$ cat src/rtl/tmo_pkg.sv
package tmo_pkg;
    parameter int REG_W     = 8;
    parameter int RDY_SHIFT = 5;
    localparam int RDY_W    = REG_W + RDY_SHIFT;

    parameter logic [7:0] ADDR_RDY  = 8'h40;
    parameter logic [7:0] ADDR_RTY  = 8'h41;
    parameter logic [7:0] ADDR_STAT = 8'h42;

    parameter logic [REG_W-1:0] RDY_RESET = 8'h00;
    parameter logic [REG_W-1:0] RTY_RESET = 8'h80;

    typedef enum logic [1:0] {
        CAUSE_NONE  = 2'd0,
        CAUSE_READY = 2'd1,
        CAUSE_RETRY = 2'd2
    } cause_e;

    typedef struct packed {
        logic [REG_W-1:0] rdy;
        logic [REG_W-1:0] rty;
    } limits_t;

    // Expand the ready register into the 13-bit clock count.
    function automatic logic [RDY_W-1:0] rdy_limit(input logic [REG_W-1:0] r);
        return {r, {RDY_SHIFT{1'b0}}};
    endfunction
endpackage

$ cat src/rtl/tmo_cfg_regs.sv
module tmo_cfg_regs
    import tmo_pkg::*;
(
    input  logic             clk,
    input  logic             rst,
    input  logic             cfg_wr,
    input  logic [7:0]       cfg_addr,
    input  logic [7:0]       cfg_wdata,
    output logic [7:0]       cfg_rdata,
    input  logic             txn_active,
    input  logic             err_q,
    input  cause_e           cause_q,
    output limits_t          regs_q,
    output limits_t          snap_q,
    output logic             clr_req
);
    limits_t regs_d;

    always_comb begin
        regs_d = regs_q;
        if (cfg_wr && cfg_addr == ADDR_RDY) regs_d.rdy = cfg_wdata;
        if (cfg_wr && cfg_addr == ADDR_RTY) regs_d.rty = cfg_wdata;
    end

    assign clr_req = cfg_wr && (cfg_addr == ADDR_STAT) && cfg_wdata[0];

    always_ff @(posedge clk) begin
        if (rst) begin
            regs_q <= '{rdy: RDY_RESET, rty: RTY_RESET};
            snap_q <= '{rdy: RDY_RESET, rty: RTY_RESET};
        end else begin
            regs_q <= regs_d;
            // Snapshot follows the registers only while the bus is idle.
            if (!txn_active) snap_q <= regs_d;
        end
    end

    always_comb begin
        unique case (cfg_addr)
            ADDR_RDY:  cfg_rdata = regs_q.rdy;
            ADDR_RTY:  cfg_rdata = regs_q.rty;
            ADDR_STAT: cfg_rdata = {5'b0, cause_q, err_q};
            default:   cfg_rdata = 8'h00;
        endcase
    end
endmodule

$ cat src/rtl/tmo_watchdog.sv
module tmo_watchdog #(
    parameter int W = 8
) (
    input  logic         clk,
    input  logic         rst,
    input  logic         run,
    input  logic [W-1:0] limit,
    output logic         hit
);
    logic [W-1:0] cnt_q;
    logic [W-1:0] lim_m1;

    assign lim_m1 = limit - W'(1);
    assign hit    = run && (limit != '0) && (cnt_q == lim_m1);

    always_ff @(posedge clk) begin
        if (rst || !run)
            cnt_q <= '0;
        else if (cnt_q < limit)
            cnt_q <= cnt_q + W'(1);
    end
endmodule

$ cat src/rtl/tmo_err_latch.sv
module tmo_err_latch
    import tmo_pkg::*;
(
    input  logic   clk,
    input  logic   rst,
    input  logic   rdy_hit,
    input  logic   rty_hit,
    input  logic   clr_req,
    output logic   err_q,
    output cause_e cause_q
);
    logic any_hit;
    assign any_hit = rdy_hit || rty_hit;

    always_ff @(posedge clk) begin
        if (rst) begin
            err_q   <= 1'b0;
            cause_q <= CAUSE_NONE;
        end else if (any_hit && (!err_q || clr_req)) begin
            err_q   <= 1'b1;
            cause_q <= rdy_hit ? CAUSE_READY : CAUSE_RETRY;
        end else if (clr_req && !any_hit) begin
            err_q   <= 1'b0;
            cause_q <= CAUSE_NONE;
        end
    end
endmodule

$ cat src/rtl/txn_timeout_mon.sv
module txn_timeout_mon
    import tmo_pkg::*;
(
    input  logic       clk,
    input  logic       rst,
    input  logic       cfg_wr,
    input  logic [7:0] cfg_addr,
    input  logic [7:0] cfg_wdata,
    output logic [7:0] cfg_rdata,
    input  logic       txn_active,
    input  logic       tgt_ready,
    input  logic       retry_term,
    output logic       err_flag,
    output logic [1:0] err_cause
);
    limits_t regs_q;
    limits_t snap_q;
    logic    clr_req;
    logic    err_q;
    cause_e  cause_q;
    logic    rdy_run, rty_run, rty_phase_q;
    logic    rdy_hit, rty_hit;

    tmo_cfg_regs u_regs (
        .clk(clk), .rst(rst),
        .cfg_wr(cfg_wr), .cfg_addr(cfg_addr), .cfg_wdata(cfg_wdata),
        .cfg_rdata(cfg_rdata), .txn_active(txn_active),
        .err_q(err_q), .cause_q(cause_q),
        .regs_q(regs_q), .snap_q(snap_q), .clr_req(clr_req)
    );

    assign rdy_run = txn_active && !tgt_ready && !retry_term;
    assign rty_run = txn_active && (retry_term || (rty_phase_q && !tgt_ready));

    always_ff @(posedge clk) begin
        if (rst) rty_phase_q <= 1'b0;
        else     rty_phase_q <= rty_run;
    end

    tmo_watchdog #(.W(RDY_W)) u_rdy_wd (
        .clk(clk), .rst(rst), .run(rdy_run),
        .limit(rdy_limit(snap_q.rdy)), .hit(rdy_hit)
    );

    tmo_watchdog #(.W(REG_W)) u_rty_wd (
        .clk(clk), .rst(rst), .run(rty_run),
        .limit(snap_q.rty), .hit(rty_hit)
    );

    tmo_err_latch u_err (
        .clk(clk), .rst(rst), .rdy_hit(rdy_hit), .rty_hit(rty_hit),
        .clr_req(clr_req), .err_q(err_q), .cause_q(cause_q)
    );

    assign err_flag  = err_q;
    assign err_cause = cause_q;
endmodule

$ cat config.mk
export PLATFORM = sky130hd
export DESIGN_NAME = txn_timeout_mon
export DESIGN_NICKNAME = d
export VERILOG_FILES = /design/src/rtl/tmo_pkg.sv /design/src/rtl/tmo_cfg_regs.sv /design/src/rtl/tmo_watchdog.sv /design/src/rtl/tmo_err_latch.sv /design/src/rtl/txn_timeout_mon.sv
export SDC_FILE = /design/constraint.sdc
export NUM_CORES = 1
export LEC_CHECK = 0
export ABC_CLOCK_PERIOD_IN_PS = 3000
export CAP_MARGIN = 40
export CORE_MARGIN = 5
export CORE_UTILIZATION = 58
export CTS_CLUSTER_DIAMETER = 150
export DETAILED_ROUTE_END_ITERATION = 8
export GPL_ROUTABILITY_DRIVEN = 0
export PLACE_DENSITY = 0.81
export SYNTH_ARGS = -nofsm -noshare
export SYNTH_HDL_FRONTEND = slang
export SYNTH_SLANG_ARGS = --single-unit
$ cat constraint.sdc
create_clock -name clk -period 3 [get_ports clk]
set_input_delay 0.6 -clock clk [delete_from_list [all_inputs] [get_ports clk]]
set_output_delay 0.6 -clock clk [all_outputs]
set_load 0.02 [all_outputs]
==> results of run 1 <==
==> registers in the layout, indices dropped and copies added, names as in the netlist <==
signal,cells
rty_phase_q,1
u_err.cause_q,2
u_err.err_q,1
u_rdy_wd.cnt_q,13
u_regs.regs_q,16
u_regs.snap_q,16
u_rty_wd.cnt_q,8
==> synthesized netlist by cell type (all sizes together), types with 3 or more instances <==
master	instances
a211oi	16
a21o	5
a21oi	25
and3	6
buf	3
clkbuf	13
dfxtp	57
ha	21
inv	25
mux2i	28
nand2	17
nand2b	5
nand3	14
nand4	8
nor2	33
nor2b	20
nor3	6
nor3b	3
nor4	5
o21a	4
o21ai	10
o31ai	16
or3	4
or4	15
xnor2	10
xor2	6
==> what timing repair did <==
item	CTS	global route
endpoints found under the hold margin	0	0
endpoints found under the setup margin	0	1
setup buffers	0	0
resized for setup	0	1
==> worst paths after layout <==
path	start	endpoint	slack (ns)	cells after the start
hold / removal	u_rdy_wd.cnt_q[1]	u_rdy_wd.cnt_q[1]	0.50	2
setup reg to reg	u_regs.snap_q[13]	u_rdy_wd.cnt_q[5]	0.70	7
hold reg to reg	u_rdy_wd.cnt_q[1]	u_rdy_wd.cnt_q[1]	0.50	2
setup / recovery	cfg_addr[3]	cfg_rdata[2]	0.08	5
==> area by class of cell <==
class,count,area [µm²]
clock inverters,4,45.04
fillers,461,1802
repair buffers,38,367.9
inverters,25,93.84
flip-flops and latches,57,1141
well taps,75,93.84
multi-input cells,300,2170
clock buffers,10,137.6
==> placed cells by master (no fill, tap or decap), types with 3 or more instances in the layout <==
| cell type | count |
|---|---|
| nor3b_1 | 3 |
| clkdlybuf4s50_1 | 31 |
| nor2b_1 | 20 |
| buf_4 | 6 |
| nor3_1 | 5 |
| nor2_1 | 32 |
| or4_1 | 14 |
| o21ai_0 | 9 |
| o31ai_1 | 16 |
| mux2i_1 | 28 |
| o21a_1 | 4 |
| a211oi_2 | 8 |
| nand2_1 | 17 |
| or3_1 | 4 |
| nand4_1 | 8 |
| xnor2_1 | 10 |
| and3_1 | 6 |
| nand3_1 | 14 |
| ha_1 | 21 |
| xor2_1 | 6 |
| dfxtp_1 | 57 |
| a21o_1 | 5 |
| clkinv_2 | 3 |
| a211oi_1 | 8 |
| nand2b_1 | 5 |
| inv_1 | 25 |
| a21oi_1 | 25 |
| nor4_1 | 4 |
| clkbuf_8 | 10 |
==> critical path, delay by kind of cell <==
family,cells,cell delay (ns)
AND/OR/NAND/NOR,3,0.67
buffers and inverters,2,1.06
==> per-stage QoR <==
stage | utilization | power (mW) | area (µm²) | setup WS, ns | instances
floorplan | - | 0.9272 | 3468 | 0.9111 | 398
detailed placement | 0.6604 | 0.9930 | 3864 | 0.07235 | 495
finish | 0.6920 | 1.659 | 4049 | 0.08098 | 509
global placement | 0.6604 | 0.9850 | 3864 | 0.1073 | 495
CTS | 0.6916 | 1.667 | 4046 | 0.07120 | 509
global route | 0.6920 | 1.727 | 4049 | 0.0007458 | 509
==> cells by family (layout without fill, tap and decap cells) <==
| kind of cell | Yosys count | in the layout |
|---|---|---|
| XOR/XNOR | 16 | 16 |
| multiplexers | 29 | 29 |
| flip-flops | 57 | 57 |
| AND/OR/NAND/NOR | 146 | 146 |
| AO/OA/AOI/OAI | 88 | 88 |
| buffers and inverters | 41 | 77 |
| adder cells (fa/ha/maj) | 21 | 21 |
==> routing by layer <==
layer / wire, µm / vias to the layer above / share of wire
met5: 0 / - / 0
met4: 234 / 0 / 0.029
met3: 296 / 24 / 0.037
met2: 3906 / 64 / 0.49
met1: 3505 / 1458 / 0.44
li1: - / 1532 / -
==> report_power, final <==
part	internal [mW]	switching [mW]
Sequential	0.769	0.0119
Combinational	0.0904	0.107
Clock	0.392	0.289
==> results.md, run 1 <==
* Sequential fraction of the synthesis area at 0.3290
* Clock Latency Late Sink at 0.34 ns
* Vias at approximately 3100
* Slowest CP cell: clkdlybuf4s50_1
* GRT Total Usage at 0.2189
* Syn Inst Count at between 300 and 400
* Clk buf depth at 2
* Nets at roughly 470
* Crit Path Max Fanout at 4
* Cell at the root of the clock tree: clkbuf_8
* Worst-Margin Slew at roughly 0.62 ns
* DP Wirelength at around 5900 µm
* Mean Syn Cell Area at about 8.7 µm²
* Most area-hungry cell type in the Yosys netlist: dfxtp_1
* Largest family of logic cells by synthesized area: simple AND/OR/NAND/NOR gates
* Syn-to-layout area delta at 16.74%
* Post-synth top area share at 0.3290
* Setup-failing EPs final at 0
* Number of global-route vias before repair at roughly 2900
* Setup TNS at 0 ns
* Largest net degree at the start of global routing at 38
* Routing usage on met3 at 0.04541
* Most frequent cell on the critical path: clkdlybuf4s50_1
* Max_cap viols at 0
* Hold-fix buffers at CTS at 0
* Residual DRC at 0
* Layout cells sized above 1 at 0.08756
* Remaining antenna violation count at 0
* CP startpoint kind: input pin
* Post-Synth Simple-Gate Area at 0.2453
* Crit end category: output pin
* Compound-Gate Fraction of Synth Area at 0.1800
* IO Pins at 33
* Worst Hold Class: reg2reg
* Worst-path cell chain: clkdlybuf4s50_1, nor4_4, nand2_1, nor2_1, clkdlybuf4s50_1
* # rows at 28
* XOR/XNOR Fraction of Synth Area at 0.04040
* # diodes at 0
* Global-route met2 utilization at 0.3610
* RSZ-0062 raised after global routing: false
* Slew HR at 0.5874
* Final wirelength at between 7000 and 8000 µm
* CTS tree: built
* Status: finished, final reports clean
* WL per Instance at ~16 µm
* Gr busiest metal: met2
* CTS Sinks at 57
* Starting Density at 0.5928
* Period utilisation layout at 0.9730
* Reg clk slew, reported paths at 0.06 ns
* Post-Synth Adder-Cell Area at 0.07576
* IO Port Bufs at 32
* CTS Buf Count at 9
* CORE AREA at between 0.005 and 0.006 mm²
* Main synth FF type: dfxtp_1
* Die area at about 0.0076 mm²
* Via density at 6.047
* H-tree depth at 3
* Worst hold margin at roughly 0.50 ns
* EDFF count, synth at 0
* Die Ht at roughly 87 µm
* Max rail drop VDD at 0.0003084 V
* Asr flop ratio synth at 0
* Initial antenna violation count at 0
* First-pass DRT Iterations at 4
* FMAX at ~0.34 GHz
* Yosys reg bits at between 50 and 60
* Netlist Area Pre-Place at 0.003468 mm²
* Synth cell types at 50
* Clk_skew at between 0.009 and 0.01 ns
* Static leakage power at about 1.5 nW
* Max incr delay on CP at approximately 0.62 ns
* Die width at approximately 87 µm
* Synth Net Count at 441
* Mux share of post-synthesis cell area at 0.08405
* Final min period at 2.919 ns
* Required @ worst endpoint at between 2 and 2.5 ns
* Hold Violations, Final at 0
* WS Path Type: in2out
* GR Layer Usage met1 at 0.2696
* GRT overflow at 0
* First-pass GRT wire length at ~13000 µm
* Top post-synthesis cells by area: dfxtp_1 (33%), mux2i_1 (8.1%), ha_1 (7.6%)
* Initial DRC count at 119
* Critical path arrival at between 2 and 2.5 ns
* Pwr/cell area at just over 400 mW/mm²
* Fin. max-slew vios at 0
* Synthesis warning total at 0
Note: power is estimated with default switching activity, not from simulation.
==> inputs of run 2 (changes only) <==
- SLEW_MARGIN: unset -> 40
==> results of run 2 <==
The final DEF is identical to that of run 1; final timing and power are the same.
